==> config.mk <==
export PLATFORM = sky130hd
export DESIGN_NAME = otg_evt_irq
export DESIGN_NICKNAME = d
export VERILOG_FILES = /design/src/rtl/otg_evt_pkg.sv /design/src/rtl/otg_line_timer.sv /design/src/rtl/otg_lvl_change.sv /design/src/rtl/otg_w1c_reg.sv /design/src/rtl/otg_evt_irq.sv
export SDC_FILE = /design/constraint.sdc
export NUM_CORES = 1
export LEC_CHECK = 0
export CORE_MARGIN = 5
export CORE_UTILIZATION = 41
export CTS_CLUSTER_DIAMETER = 100
export CTS_CLUSTER_SIZE = 40
export DETAILED_ROUTE_END_ITERATION = 7
export PLACE_DENSITY = 0.7
export SYNTH_ARGS = -nofsm -noshare
export SYNTH_HDL_FRONTEND = slang
export SYNTH_SLANG_ARGS = --single-unit
==> constraint.sdc <==
create_clock -name clk -period 2.7 [get_ports clk]
set_input_delay 0.81 -clock clk [delete_from_list [all_inputs] [get_ports clk]]
set_output_delay 0.81 -clock clk [all_outputs]
set_load 0.01 [all_outputs]
==> src/rtl/otg_evt_pkg.sv <==
package otg_evt_pkg;

  typedef enum logic [1:0] {
    LS_SE0 = 2'b00,
    LS_J   = 2'b01,
    LS_K   = 2'b10,
    LS_SE1 = 2'b11
  } line_st_e;

  localparam int unsigned STAT_W   = 16;
  localparam int unsigned BIT_TMO  = 10;
  localparam int unsigned BIT_SE0  = 9;
  localparam int unsigned BIT_SRP  = 8;
  localparam int unsigned BIT_RSM  = 7;
  localparam int unsigned BIT_SUSP = 6;
  localparam int unsigned BIT_LVL0 = 3;   // levels occupy BIT_LVL0 .. BIT_LVL0+2
  localparam int unsigned N_LVL    = 3;

  localparam logic [STAT_W-1:0] STAT_VALID = 16'h07F8;

endpackage

==> src/rtl/otg_line_timer.sv <==
module otg_line_timer
  import otg_evt_pkg::*;
#(
  parameter int unsigned CYC_PER_MS = 48000,
  parameter int unsigned SE0_MS     = 2,
  parameter int unsigned IDLE_MS    = 3
) (
  input  logic     clk,
  input  logic     rst,
  input  line_st_e line_i,
  output logic     se0_hit_o,
  output logic     susp_hit_o,
  output logic     resume_hit_o
);

  localparam int unsigned SE0_LIM  = SE0_MS * CYC_PER_MS;
  localparam int unsigned IDLE_LIM = IDLE_MS * CYC_PER_MS;
  localparam int unsigned CNT_MAX  = ((SE0_LIM > IDLE_LIM) ? SE0_LIM : IDLE_LIM) + 1;
  localparam int unsigned CNT_W    = $clog2(CNT_MAX + 1);
  localparam logic [CNT_W-1:0] SE0_CMP  = CNT_W'(SE0_LIM);
  localparam logic [CNT_W-1:0] IDLE_CMP = CNT_W'(IDLE_LIM);
  localparam logic [CNT_W-1:0] SAT_CMP  = CNT_W'(CNT_MAX);

  line_st_e         ls_q;
  line_st_e         ls_prev;
  logic [CNT_W-1:0] run_q;
  logic             susp_q;

  // run_q holds (consecutive equal samples - 1) of the current line state
  always_ff @(posedge clk) begin
    if (rst) begin
      ls_q    <= LS_SE0;
      ls_prev <= LS_SE0;
      run_q   <= '0;
    end else begin
      ls_prev <= ls_q;
      if (line_i != ls_q) begin
        ls_q  <= line_i;
        run_q <= '0;
      end else if (run_q != SAT_CMP) begin
        run_q <= run_q + 1'b1;
      end
    end
  end

  always_comb begin
    se0_hit_o    = (ls_q == LS_SE0) && (run_q == SE0_CMP);
    susp_hit_o   = (ls_q == LS_J)   && (run_q == IDLE_CMP);
    resume_hit_o = susp_q && (ls_q == LS_K) && (ls_prev == LS_J);
  end

  always_ff @(posedge clk) begin
    if (rst)                 susp_q <= 1'b0;
    else if (susp_hit_o)     susp_q <= 1'b1;
    else if (ls_q != LS_J)   susp_q <= 1'b0;
  end

  p_se0_once_r11: assert property (@(posedge clk) disable iff (rst)
    se0_hit_o |=> !se0_hit_o);
  p_idle_once_r11: assert property (@(posedge clk) disable iff (rst)
    susp_hit_o |=> !susp_hit_o);
  p_susp_entry_r4: assert property (@(posedge clk) disable iff (rst)
    $rose(susp_q) |-> (ls_prev == LS_J));
  p_susp_leave_r4: assert property (@(posedge clk) disable iff (rst)
    (susp_q && ls_q != LS_J) |=> !susp_q);
  p_resume_edge_r5: assert property (@(posedge clk) disable iff (rst)
    resume_hit_o |-> (run_q == '0));

endmodule

==> src/rtl/otg_lvl_change.sv <==
module otg_lvl_change #(
  parameter int unsigned N = 3
) (
  input  logic         clk,
  input  logic         rst,
  input  logic [N-1:0] lvl_i,
  output logic [N-1:0] chg_o
);

  logic [N-1:0] lvl_q;

  for (genvar g = 0; g < N; g++) begin : g_lvl
    always_ff @(posedge clk) begin
      if (rst) lvl_q[g] <= 1'b0;
      else     lvl_q[g] <= lvl_i[g];
    end

    assign chg_o[g] = lvl_i[g] ^ lvl_q[g];

    p_chg_track_r7: assert property (@(posedge clk) disable iff (rst)
      chg_o[g] |=> (lvl_q[g] != $past(lvl_q[g])));
    p_quiet_r7: assert property (@(posedge clk) disable iff (rst)
      !chg_o[g] |=> $stable(lvl_q[g]));
  end

endmodule

==> src/rtl/otg_w1c_reg.sv <==
module otg_w1c_reg #(
  parameter int unsigned     W     = 16,
  parameter logic [W-1:0]    VALID = '1
) (
  input  logic         clk,
  input  logic         rst,
  input  logic [W-1:0] set_i,
  input  logic         clr_en_i,
  input  logic [W-1:0] clr_i,
  output logic [W-1:0] q_o,
  output logic         any_o
);

  logic [W-1:0] nxt;

  // event wins over a simultaneous clear
  always_comb nxt = ((q_o & ~(clr_en_i ? clr_i : '0)) | set_i) & VALID;

  always_ff @(posedge clk) begin
    if (rst) begin
      q_o   <= '0;
      any_o <= 1'b0;
    end else begin
      q_o   <= nxt;
      any_o <= |nxt;
    end
  end

  p_rsvd_zero_r1: assert property (@(posedge clk) disable iff (rst)
    (q_o & ~VALID) == '0);
  p_sticky_r2: assert property (@(posedge clk) disable iff (rst)
    !clr_en_i |=> ((q_o & $past(q_o)) == $past(q_o)));
  p_event_wins_r9: assert property (@(posedge clk) disable iff (rst)
    (|(set_i & VALID)) |=> ((q_o & $past(set_i & VALID)) == $past(set_i & VALID)));
  p_irq_any_r10: assert property (@(posedge clk) disable iff (rst)
    any_o == (|q_o));

endmodule

==> src/rtl/otg_evt_irq.sv <==
module otg_evt_irq
  import otg_evt_pkg::*;
#(
  parameter int unsigned CYC_PER_MS = 48000,
  parameter int unsigned SE0_MS     = 2,
  parameter int unsigned IDLE_MS    = 3
) (
  input  logic        clk,
  input  logic        rst,
  input  logic [1:0]  line_st_i,
  input  logic        tmr_tmo_i,
  input  logic        srp_vbus_i,
  input  logic        srp_dline_i,
  input  logic        srp_sel_dline_i,
  input  logic        rmt_conn_i,
  input  logic        b_sess_vld_i,
  input  logic        a_sess_vld_i,
  input  logic        wr_en_i,
  input  logic [15:0] wr_data_i,
  output logic [15:0] stat_o,
  output logic        irq_o
);

  logic             se0_hit, susp_hit, rsm_hit, srp_hit;
  logic [N_LVL-1:0] lvl_in, lvl_chg;
  logic [STAT_W-1:0] set_vec;

  otg_line_timer #(
    .CYC_PER_MS (CYC_PER_MS),
    .SE0_MS     (SE0_MS),
    .IDLE_MS    (IDLE_MS)
  ) u_line (
    .clk          (clk),
    .rst          (rst),
    .line_i       (line_st_e'(line_st_i)),
    .se0_hit_o    (se0_hit),
    .susp_hit_o   (susp_hit),
    .resume_hit_o (rsm_hit)
  );

  // index 0 -> A-session, 1 -> B-session, 2 -> remote-connect
  assign lvl_in = {rmt_conn_i, b_sess_vld_i, a_sess_vld_i};

  otg_lvl_change #(.N(N_LVL)) u_lvl (
    .clk   (clk),
    .rst   (rst),
    .lvl_i (lvl_in),
    .chg_o (lvl_chg)
  );

  assign srp_hit = srp_sel_dline_i ? srp_dline_i : srp_vbus_i;

  always_comb begin
    set_vec           = '0;
    set_vec[BIT_TMO]  = tmr_tmo_i;
    set_vec[BIT_SE0]  = se0_hit;
    set_vec[BIT_SRP]  = srp_hit;
    set_vec[BIT_RSM]  = rsm_hit;
    set_vec[BIT_SUSP] = susp_hit;
    set_vec[BIT_LVL0 +: N_LVL] = lvl_chg;
  end

  otg_w1c_reg #(.W(STAT_W), .VALID(STAT_VALID)) u_stat (
    .clk      (clk),
    .rst      (rst),
    .set_i    (set_vec),
    .clr_en_i (wr_en_i),
    .clr_i    (wr_data_i),
    .q_o      (stat_o),
    .any_o    (irq_o)
  );

  p_srp_select_r6: assert property (@(posedge clk) disable iff (rst)
    (srp_sel_dline_i && srp_dline_i) |=> stat_o[BIT_SRP]);
  p_timeout_r8: assert property (@(posedge clk) disable iff (rst)
    tmr_tmo_i |=> stat_o[BIT_TMO]);

endmodule

==> results.md <==
- Type of destination of the critical path: flop
- CP max stage cell: or3_1
- Area of the multi-input gates: a little over 800 µm²
- Cells after Synth: approximately 180
- M3 GR Usage: 6.51%
- CTS H-tree depth: 2
- WL/cell: roughly 12 µm
- Setup Fix Bufs, Post-CTS: 0
- Gpl congestion: 0.787
- Clk sink count: 35
- Largest net degree at the start of global routing: 19
- Crit path time final: slightly above 2 ns
- Final nets: 240
- Cell with the most instances after synthesis: dfxtp_1
- Die Y-Extent: roughly 72 µm
- Setup_tns: 0 ns
- Clock slew at reported path FFs: about 0.07 ns
- Critical Path Source Type: input pin
- Yosys warning count: 0
- GR Overflow Total: 0
- Post-Syn Area: 0.00159 mm²
- M2 GR Usage: roughly a fifth
- Clock latency on the worst-skew pair: just under 0.3 ns
- Non-Filler Instances: around 260
- Crit-path max FO: 18
- F_max: between 0.4 and 0.5 GHz
- Ant diodes: 0
- Sequential fraction of the synthesis area: between 40% and 50%
- Setup violators final: 0
- I/O Pins: 45
- CTS resizes: 0
- TritonCTS Buffers: 5
- PortBufs: 28
- GRT met1 Usage: between 15 and 20%
- Starting density of the core: 42.9%
- Fill cells: around 360
- Initial antenna violation count: 0
- Clock Skew: 0.00532 ns
- Ys async rst share: 0%
- Final WL: roughly 3100 µm
- DRC viols: 0
- Top cell type's share of synthesized area: a little over two fifths
- R2R Setup Slk: roughly 1.0 ns
- Worst R2R Path Depth: 7
- Drt initial violations: 46
- Pins Over Slew Limit: 0
- PwrDens: approximately 510 mW/mm²
- Max VDD drop: roughly 0.25 mV
- Fraction of layout cells with a size suffix above 1: between 7 and 8%
- Area grow syn2layout: 24.2%
- Worst hold stages: 2
- Antenna Nets Post-Route: 0
- Tcrit/Tclk final: between 70 and 80%
- Measured slew at the worst slew-check pin: approximately 0.65 ns
- Register area: around 700 µm²
- Crit path arrival time: 2.26 ns
- Status: finished clean
- First-pass GRT wire length: 5290 µm
- Root Buffer: clkbuf_8
- Row count: 22
- Layer with the highest usage: met2
- RSZ-0062 raised after global routing: no
- Cells after DPL: 250
- CP required: between 2 and 3 ns
- First-pass DRT Iterations: 4
- Area contributors post-synth: dfxtp_1 44%, xor2_1 8.8%, nor2_1 5.7%
- CTS tree: yes
- DR vias: 1,244
- Synth Flop Type: dfxtp_1
- Die ar.: around 0.0052 mm²
- CTS Hold Bufs: 0
- CP peak stage delay: ~0.64 ns
- Hold Vio Cnt, Final: 0
- Type of the worst setup path: in -> reg
- Die width: roughly 72 µm
- Post-synth top cells: 35 x dfxtp_1, 24 x nor2_1, 16 x xor2_1, 15 x nand2_1, 10 x a21oi_1
- Overall Global Routing Usage: between 10% and 20%
- HPWL Detailed: between 2000 and 2500 µm
- Via/cell ratio: 4.84
- Slew headroom: roughly 56%
- Total core area: 0.00372 mm²
- Number of max-cap violations: 0
- Synth unique cells: 38
- Cell taking the most area after synthesis: dfxtp_1
- Vias in the first global route: ~1,200
- #FFs+latches synth: 35
- Cell breakdown of the critical path: clkdlybuf4s50_1 > xor2_1 > or3_1 > nor3b_2
- Static leakage: approximately 0.72 nW
- Clock Path Buffers: 2
- Avg Inst Size Synth: between 8 and 9 µm²
- Path type of the worst min-delay path: reg -> reg
- Number of synthesized flops with an enable pin: 0
-- flip-flops by register name, summed over array words and instances, names as in the netlist --
register / cells
u_line.ls_prev: 2
u_line.ls_q: 2
u_line.run_q: 18
u_line.susp_q: 1
u_lvl.lvl_q: 3
u_stat.any_o: 1
u_stat.q_o: 8
-- report_power, final --
group	leakage, nW	total (mW)	internal (mW)	switching [mW]
registers	0.286	0.539	0.530	0.00843
clock network	0.0470	0.375	0.200	0.175
logic	0.390	0.0975	0.0553	0.0422
-- path summary, 6_finish.rpt --
path                                       from                to
worst min-delay path              u_line.susp_q     u_line.susp_q
worst max-delay path               line_st_i[1]  u_line.run_q[16]
worst max register to register  u_line.run_q[0]      u_stat.any_o
worst min register to register    u_line.susp_q     u_line.susp_q
-- through the flow --
step	utilization (%)	power (mW)	cell area, µm²	setup slack [ns]	hold WS, ns
after floorplan	-	0.603	1620	0.796	0.446
after global placement	50.9	0.647	1890	0.356	0.462
after detailed placement	50.9	0.649	1890	0.330	0.461
after CTS	53.2	1.03	1980	0.635	0.473
after global routing	53.2	1.07	1980	0.537	0.520
final	53.2	1.01	1980	0.650	0.474
-- placed cells by master, fill, tap and decap left out, types with 2 or more instances in the layout --
cell	n
o21ai_0	3
xnor2_1	2
nand2b_1	5
nor2_1	24
nand4_1	3
conb_1	8
dfxtp_1	35
nor3_2	2
ha_1	3
clkbuf_8	6
xor2_1	16
nand3_1	8
a21oi_1	10
buf_4	2
nand3b_1	3
inv_1	4
nor2b_1	7
nor3_1	3
nand2_1	15
clkdlybuf4s50_1	28
or3_1	4
-- cells by family (layout without fill, tap and decap cells) --
kind of cell | count (synthesis) | after routing | synth area share (%)
compound gates | 19 | 19 | 7.31
xor+xnor | 18 | 18 | 9.90
fa+ha+maj | 3 | 3 | 2.36
buf+inv | 18 | 41 | 6.21
flops | 35 | 35 | 44.0
mux | 1 | 1 | 0.628
other cells | 1 | 8 | 0.235
simple gates | 84 | 84 | 29.4
-- critical path: cells and delay by family --
kind / cells / cell delay, ns
buffers and inverters: 1 / 0.43
AND/OR/NAND/NOR: 2 / 0.87
XOR/XNOR: 1 / 0.14
-- routing by layer --
| metal | part of all wire [%] | up-vias | wire length, µm |
|---|---|---|---|
| li1 | - | 649 | - |
| met1 | 47 | 553 | 1450 |
| met2 | 41 | 35 | 1260 |
| met3 | 11 | 7 | 330 |
| met4 | 1.8 | 0 | 55 |
| met5 | 0 | - | 0 |
-- cell type report --
cell class / instances / area share, %
clock buffers: 6 / 4.17
clock inverters: 1 / 0.253
inverters: 4 / 0.759
multi-input cells: 133 / 41.4
flip-flops and latches: 35 / 35.4
well taps: 48 / 3.04
repair buffers: 30 / 14.9
No activity file was read; power rests on OpenSTA's default activity.
